--- config.mk ---
export PLATFORM = sky130hd
export DESIGN_NAME = bcd_rtc_core
export DESIGN_NICKNAME = d
export VERILOG_FILES = /design/src/rtl/rtc_cal_pkg.sv /design/src/rtl/rtc_bcd_field.sv /design/src/rtl/rtc_month_len.sv /design/src/rtl/bcd_rtc_core.sv
export SDC_FILE = /design/constraint.sdc
export NUM_CORES = 1
export LEC_CHECK = 0
export ABC_AREA = 0
export BUFFER_PORTS_ARGS = -buffer_cell sky130_fd_sc_hd__buf_2
export CAP_MARGIN = 20
export CORE_ASPECT_RATIO = 0.8
export CORE_MARGIN = 2
export CORE_UTILIZATION = 40
export DETAILED_ROUTE_END_ITERATION = 10
export PLACE_DENSITY_LB_ADDON = 0.3
export SKIP_LAST_GASP = 1
export SYNTH_ARGS = -nofsm -noshare
export SYNTH_HDL_FRONTEND = slang
export SYNTH_SLANG_ARGS = --single-unit
--- constraint.sdc ---
create_clock -name clk -period 3.55 [get_ports clk]
set_input_delay 1.065 -clock clk [delete_from_list [all_inputs] [get_ports clk]]
set_output_delay 1.065 -clock clk [all_outputs]
set_load 0.03 [all_outputs]
--- src/rtl/rtc_cal_pkg.sv ---
package rtc_cal_pkg;
   localparam int BYTE_W = 8;
   localparam int NFLD   = 6;

   function automatic logic [BYTE_W-1:0] bcd_inc(input logic [BYTE_W-1:0] v);
      if (v[3:0] >= 4'd9) return {v[7:4] + 4'd1, 4'd0};
      return v + 8'd1;
   endfunction

   // divisible by four: even tens with units 0/4/8, odd tens with units 2/6
   function automatic logic bcd_leap(input logic [BYTE_W-1:0] y);
      if (!y[4]) return (y[3:0] == 4'd0) || (y[3:0] == 4'd4) || (y[3:0] == 4'd8);
      return (y[3:0] == 4'd2) || (y[3:0] == 4'd6);
   endfunction

   // day and month start at 1, the others at 0
   function automatic logic [BYTE_W-1:0] fld_low(input int i);
      return (i == 3 || i == 4) ? 8'h01 : 8'h00;
   endfunction
endpackage

--- src/rtl/rtc_bcd_field.sv ---
module rtc_bcd_field
   import rtc_cal_pkg::*;
#(
   parameter logic [BYTE_W-1:0] LOW = 8'h00
) (
   input  logic              clk,
   input  logic              rst_n,
   input  logic              step,
   input  logic              ld,
   input  logic [BYTE_W-1:0] ld_val,
   input  logic [BYTE_W-1:0] top,
   output logic [BYTE_W-1:0] val,
   output logic              carry
);
   logic at_top;
   assign at_top = (val >= top);
   assign carry  = step && at_top;

   always_ff @(posedge clk or negedge rst_n) begin
      if (!rst_n)    val <= LOW;
      else if (ld)   val <= ld_val;
      else if (step) val <= at_top ? LOW : bcd_inc(val);
   end
endmodule

--- src/rtl/rtc_month_len.sv ---
module rtc_month_len
   import rtc_cal_pkg::*;
(
   input  logic [BYTE_W-1:0] month,
   input  logic [BYTE_W-1:0] year,
   output logic [BYTE_W-1:0] last_day
);
   always_comb begin
      unique case (month)
         8'h02:                      last_day = bcd_leap(year) ? 8'h29 : 8'h28;
         8'h04, 8'h06, 8'h09, 8'h11: last_day = 8'h30;
         default:                    last_day = 8'h31;
      endcase
   end
endmodule

--- src/rtl/bcd_rtc_core.sv ---
module bcd_rtc_core
   import rtc_cal_pkg::*;
#(
   parameter int               ADDR_W    = 5,
   parameter logic [ADDR_W-1:0] CTRL_OFS = 5'h10,
   parameter logic [ADDR_W-1:0] STAT_OFS = 5'h11,
   parameter int               WDAY_LAST = 6
) (
   input  logic              clk,
   input  logic              rst_n,
   input  logic              tick_1hz,
   input  logic              bus_wr,
   input  logic [ADDR_W-1:0] bus_addr,
   input  logic [7:0]        bus_wdata,
   output logic [7:0]        bus_rdata,
   output logic              ev_sec,
   output logic              ev_min,
   output logic              ev_hour,
   output logic              ev_day
);
   localparam int WD_W = $clog2(WDAY_LAST + 1);
   localparam logic [ADDR_W-1:0] WDAY_OFS = ADDR_W'(NFLD);

   generate
      if (ADDR_W < 3)                 begin : g_chk_aw  $error("ADDR_W too small"); end
      if (CTRL_OFS == STAT_OFS)       begin : g_chk_ofs $error("control and status overlap"); end
      if (CTRL_OFS <= WDAY_OFS)       begin : g_chk_c   $error("control overlaps time registers"); end
      if (STAT_OFS <= WDAY_OFS)       begin : g_chk_s   $error("status overlaps time registers"); end
      if (WDAY_LAST < 1 || WDAY_LAST > 9) begin : g_chk_wd $error("WDAY_LAST out of range"); end
   endgenerate

   // control and status state
   logic run, snap, view;
   logic [3:0] ev_flag;

   // counting chain
   logic            step [NFLD+1];
   logic [7:0]      live [NFLD];
   logic [7:0]      shadow [NFLD];
   logic [7:0]      fld_top [NFLD];
   logic            ld [NFLD];
   logic [WD_W-1:0] wday, wday_sh;
   logic [7:0]      mon_last;

   logic wr_time, wr_ctrl, wr_stat;
   assign wr_time = bus_wr && !run;
   assign wr_ctrl = bus_wr && (bus_addr == CTRL_OFS);
   assign wr_stat = bus_wr && (bus_addr == STAT_OFS);

   assign step[0] = tick_1hz && run;

   rtc_month_len u_len (
      .month    (live[4]),
      .year     (live[5]),
      .last_day (mon_last)
   );

   always_comb begin
      fld_top[0] = 8'h59;
      fld_top[1] = 8'h59;
      fld_top[2] = 8'h23;
      fld_top[3] = mon_last;
      fld_top[4] = 8'h12;
      fld_top[5] = 8'h99;
   end

   for (genvar i = 0; i < NFLD; i++) begin : g_fld
      assign ld[i] = wr_time && (bus_addr == ADDR_W'(i));
      rtc_bcd_field #(.LOW(fld_low(i))) u_f (
         .clk    (clk),
         .rst_n  (rst_n),
         .step   (step[i]),
         .ld     (ld[i]),
         .ld_val (bus_wdata),
         .top    (fld_top[i]),
         .val    (live[i]),
         .carry  (step[i+1])
      );
      always_ff @(posedge clk or negedge rst_n) begin
         if (!rst_n)                         shadow[i] <= fld_low(i);
         else if (wr_ctrl && bus_wdata[6])   shadow[i] <= live[i];
      end
   end

   // weekday advances together with the day field
   always_ff @(posedge clk or negedge rst_n) begin
      if (!rst_n)                                  wday <= '0;
      else if (wr_time && bus_addr == WDAY_OFS)    wday <= bus_wdata[WD_W-1:0];
      else if (step[3])                            wday <= (wday >= WD_W'(WDAY_LAST)) ? '0 : wday + 1'b1;
   end

   always_ff @(posedge clk or negedge rst_n) begin
      if (!rst_n)                        wday_sh <= '0;
      else if (wr_ctrl && bus_wdata[6])  wday_sh <= wday;
   end

   always_ff @(posedge clk or negedge rst_n) begin
      if (!rst_n) begin
         run  <= 1'b0;
         snap <= 1'b0;
         view <= 1'b0;
      end else if (wr_ctrl) begin
         run  <= bus_wdata[0];
         snap <= bus_wdata[6];
         view <= bus_wdata[7];
      end
   end

   logic [3:0] ev_now;
   assign ev_now = {step[4], step[3], step[2], step[1]};

   always_ff @(posedge clk or negedge rst_n) begin
      if (!rst_n) begin
         ev_flag <= '0;
         ev_sec  <= 1'b0;
         ev_min  <= 1'b0;
         ev_hour <= 1'b0;
         ev_day  <= 1'b0;
      end else begin
         ev_flag <= (wr_stat ? (ev_flag & ~bus_wdata[5:2]) : ev_flag)
                    | {ev_now[2:0], step[0]};
         ev_sec  <= step[0];
         ev_min  <= step[1];
         ev_hour <= step[2];
         ev_day  <= step[3];
      end
   end

   always_comb begin
      bus_rdata = '0;
      for (int k = 0; k < NFLD; k++)
         if (bus_addr == ADDR_W'(k)) bus_rdata = view ? shadow[k] : live[k];
      if (bus_addr == WDAY_OFS) bus_rdata = 8'(view ? wday_sh : wday);
      if (bus_addr == CTRL_OFS) bus_rdata = {view, snap, 5'b0, run};
      if (bus_addr == STAT_OFS) bus_rdata = {2'b0, ev_flag, run, 1'b0};
   end
endmodule


==> results.md <==
- Horizontal die dimension: 150.4 microns
- Synthesized Nets: 763
- Routed wire length: 20,590 microns
- Insertion delay to the later sink of the worst-skew pair: 0.41 ns
- Chip height: 121.1 microns
- Port Buffers: 28
- Clock sinks: 113
- Internal power of the cells: 3.534 mW
- Portion of the post-synthesis area used by sequential elements: 0.4132
- Wire length of the first global-routing pass: 32,020 microns
- Worst setup path startpoint: bus_addr[1]
- Standard cell area after detailed placement: 0.007413 sq mm
- Final nets: 822
- Commonest non-fill, non-tap cells in the layout: sky130_fd_sc_hd__dfrtp_1, sky130_fd_sc_hd__nand2_1, sky130_fd_sc_hd__o21ai_0, sky130_fd_sc_hd__buf_4, sky130_fd_sc_hd__mux2i_1
- Seq cells post-synth: 113
- Total global-route track usage: 0.2339
- Switching Power: 1.887 mW
- Synthesized area divided by synthesized cell count: 9.683 sq um
- Count of unique library cells instantiated by Yosys: 72
- Setup TNS: -0.002017 ns
- Level count of the clock H-tree: 4
- Final HPWL from detailed placement: 14,710 microns
- Main flop type after synthesis: sky130_fd_sc_hd__dfrtp_1
- Setup clock skew after layout: 0.009286 ns
- Slew at the pin with the worst max-slew slack: 0.8558 ns
- Worst Setup End Kind: output port
- Number of max-slew violations in the final report: 0
- Critical path class: in -> out
- Violations in the final reports: negative setup slack
- Maximum number of pins on one net before global-route repair: 46
- Final Hold Slack: 0.4798 ns
- Number of warnings printed during yosys synthesis: 0
- Reg2reg setup slack: 0.07 ns
- Overall via count from detail_route: 5,886
- Setup repair after global routing missed its margin: yes
- Achievable frequency: 281.5 MHz
- Endpoint required time on the critical path: 2.48 ns
- Clock transition at path regs: 0.05 ns
- Arrival time worst endpoint: 2.49 ns
- Share of final-layout standard cells stronger than drive strength 1: 0.2538
- Startpoint of the tightest hold check path: shadow[9]
- Die Footprint: 0.01821 sq mm
- Antenna violations before repair: 0
- Pwr per Cell Area: 651.3 mW/mm^2
- Clock tree from TritonCTS: yes
- Final WS setup: -0.002017 ns
- Library cell used as clock root buffer: sky130_fd_sc_hd__clkbuf_16
- Number of synthesized flops with an enable pin: 0
- P_leak: 3.770 nW
- Switch share: 0.3481
- Avg WL per Cell: 20.57 microns
- Worst setup SP type: primary input
- Netlist Area Pre-Place: 0.006855 sq mm
- Inserted Clock Buffers: 17
- Last weighted congestion value of the routability-driven placer: 0.9617
- Drt drc: 0
- Share of total power in sequential cells: 0.359
- Via density per instance: 5.880
- Final cycle utilization of the critical path: 1.001
- Max FO, Critical Path: 6
- RR Endpoint: g_fld[5].u_f.val[1]
- Non-Filler Cell Area, Final: 0.008323 sq mm
- Total setup violations reported at the end of the flow: 1
- Total of hold buffers inserted after clock tree synthesis: 0
- Fillers: 1,485
- First-pass iteration count of the detailed router: 5
- Number of stages on the worst hold path: 2
- Starting density of the core: 0.4115
- Run status: complete, but fails checks
- Rel. slew slack: 0.4235
- Number of routed nets with antenna violations: 0
- Final hold vios: 0
- Number of placement rows: 42
- Worst Reg-to-Reg Cells: 15
- Hold Path End: shadow[9]
- Clock period minus final worst setup slack: 3.552 ns
- Number of buffers between clock root and the deepest sink: 2
- Number of placed instances with taps included: 965
- Most frequent standard cell in the layout excluding fill and tap cells: sky130_fd_sc_hd__dfrtp_1
- Number of DRC violations after detailed-routing iteration 0: 532
- Final non-filler cell total: 1,001
- RR Startpoint: g_fld[4].u_f.val[0]
- Path type of the worst min-delay path: reg -> reg
- Via count of the first global-routing pass: 5,698
- Gate count after technology mapping: 708
- Combinational share of power: 0.297
- Async set-or-reset flop fraction in the synthesized netlist: 1.000
- Worst slack at placement: -0.1887 ns
- GRT Residual Overflow: 0
- Total I/O pin count: 29
- Highest ir drop seen on vdd: 0.3909 mV
- Number of max-cap violations: 0
- Area growth syn-to-layout: 21.41%
- Core ar.: 0.01666 sq mm
- Part of the power in the clock network: 0.344
-- metal layers --
layer,share of wire,vias up,GRT usage,wire [microns]
met5,0,-,0,0
met4,0.019,0,0.07488,385
met3,0.084,33,0.05263,1736
met2,0.44,202,0.3330,8970
met1,0.46,2942,0.3499,9498
li1,-,2709,-,-
-- registers in the layout, indices dropped and copies added, names as in the netlist --
| name | cells |
|---|---|
| ev_day | 1 |
| ev_flag | 4 |
| ev_hour | 1 |
| ev_min | 1 |
| ev_sec | 1 |
| g_fld.u_f.val | 48 |
| run | 1 |
| shadow | 48 |
| snap | 1 |
| view | 1 |
| wday | 3 |
| wday_sh | 3 |
-- cell usage after synthesis, types with 2 or more instances --
master,count,area share
sky130_fd_sc_hd__o31ai_1,4,0.0044
sky130_fd_sc_hd__nor2_1,35,0.019
sky130_fd_sc_hd__nor4_1,4,0.0036
sky130_fd_sc_hd__clkbuf_1,11,0.0060
sky130_fd_sc_hd__o311ai_1,5,0.0064
sky130_fd_sc_hd__mux2i_1,45,0.066
sky130_fd_sc_hd__buf_6,2,0.0033
sky130_fd_sc_hd__mux2_2,40,0.066
sky130_fd_sc_hd__a41oi_1,2,0.0026
sky130_fd_sc_hd__nor3_2,2,0.0029
sky130_fd_sc_hd__a21o_1,3,0.0033
sky130_fd_sc_hd__o311ai_0,2,0.0026
sky130_fd_sc_hd__a221oi_1,3,0.0038
sky130_fd_sc_hd__nand2b_1,3,0.0027
sky130_fd_sc_hd__nand4_1,7,0.0064
sky130_fd_sc_hd__a211o_1,3,0.0038
sky130_fd_sc_hd__nand2_1,102,0.056
sky130_fd_sc_hd__and2_1,5,0.0046
sky130_fd_sc_hd__dfrtp_1,109,0.40
sky130_fd_sc_hd__o211ai_1,12,0.013
sky130_fd_sc_hd__a31oi_1,4,0.0036
sky130_fd_sc_hd__o21ai_0,49,0.036
sky130_fd_sc_hd__clkbuf_2,2,0.0015
sky130_fd_sc_hd__and3_1,6,0.0055
sky130_fd_sc_hd__nor3b_1,5,0.0055
sky130_fd_sc_hd__o21a_1,3,0.0033
sky130_fd_sc_hd__o22ai_1,24,0.022
sky130_fd_sc_hd__or2_2,2,0.0018
sky130_fd_sc_hd__dfstp_2,4,0.015
sky130_fd_sc_hd__buf_2,12,0.0088
sky130_fd_sc_hd__nor2b_1,9,0.0082
sky130_fd_sc_hd__nand4_4,2,0.0062
sky130_fd_sc_hd__or3_1,2,0.0018
sky130_fd_sc_hd__a221o_1,13,0.019
sky130_fd_sc_hd__ha_1,38,0.069
sky130_fd_sc_hd__o21ai_1,2,0.0015
sky130_fd_sc_hd__inv_1,24,0.013
sky130_fd_sc_hd__xnor2_1,2,0.0026
sky130_fd_sc_hd__nor3_1,8,0.0058
sky130_fd_sc_hd__a22oi_1,4,0.0044
sky130_fd_sc_hd__nand4b_1,5,0.0064
sky130_fd_sc_hd__nor2_2,2,0.0018
sky130_fd_sc_hd__nand3_1,31,0.023
sky130_fd_sc_hd__a21oi_1,28,0.020
-- critical path: stages --
cell                       delay, ns
sky130_fd_sc_hd__buf_2          0.16
sky130_fd_sc_hd__buf_4          0.17
sky130_fd_sc_hd__and2_1         0.18
sky130_fd_sc_hd__a221oi_1       0.25
sky130_fd_sc_hd__a21oi_1        0.06
sky130_fd_sc_hd__or3_1          0.41
sky130_fd_sc_hd__buf_4          0.19
-- metrics by stage --
step / util / total power, mW
after floorplan: - / 2.908
after global routing: 0.4995 / 5.693
final: 0.4996 / 5.421
after global placement: 0.4450 / 3.376
after detailed placement: 0.4450 / 3.448
after CTS: 0.4872 / 5.339
-- power groups by stage --
stage	clock, mW	sequential (mW)	combinational (mW)
CTS	1.89	1.93	1.53
floorplan	0	1.82	1.09
global route	1.94	1.99	1.76
global placement	0	1.92	1.45
detailed placement	0	1.94	1.50
finish	1.87	1.95	1.61
-- cells by family after synthesis --
kind of cell	Yosys count	synth area share
mux	85	0.1314
fa+ha+maj	38	0.06936
simple gates	241	0.1769
buf+inv	58	0.04143
compound gates	170	0.1639
flops	113	0.4132
xor+xnor	3	0.003834
-- cell type report --
type | instances | area, sq um | share of cell area
Timing Repair Buffer | 72 | 554.3 | 0.06660
Multi-Input combinational cell | 537 | 3908 | 0.4695
Tap cell | 220 | 275.3 | 0.03307
Antenna cell | 1 | 2.502 | 0.0003007
Clock buffer | 23 | 498.0 | 0.05983
Inverter | 26 | 97.59 | 0.01173
Clock inverter | 9 | 151.4 | 0.01819
Sequential cell | 113 | 2836 | 0.3408
-- repair_timing --
action                     in CTS  in global routing
resized for setup              11                 64
setup buffers                   1                  2
setup endpoints to repair      20                 26
pin swaps                       1                 18
-- how the worst max path moves through the flow --
| stage | end | slack [ns] | depth (start not counted) |
|---|---|---|---|
| after detailed placement | bus_rdata[2] | -0.19 | 7 |
| after global placement | bus_rdata[1] | -0.10 | 7 |
| final | bus_rdata[7] | -0.002 | 7 |
| after floorplan | bus_rdata[1] | 0.09 | 5 |
| after CTS | bus_rdata[2] | 0.009 | 7 |
| after global routing | bus_rdata[5] | -0.02 | 8 |
Power figures use the tool's default switching activity.
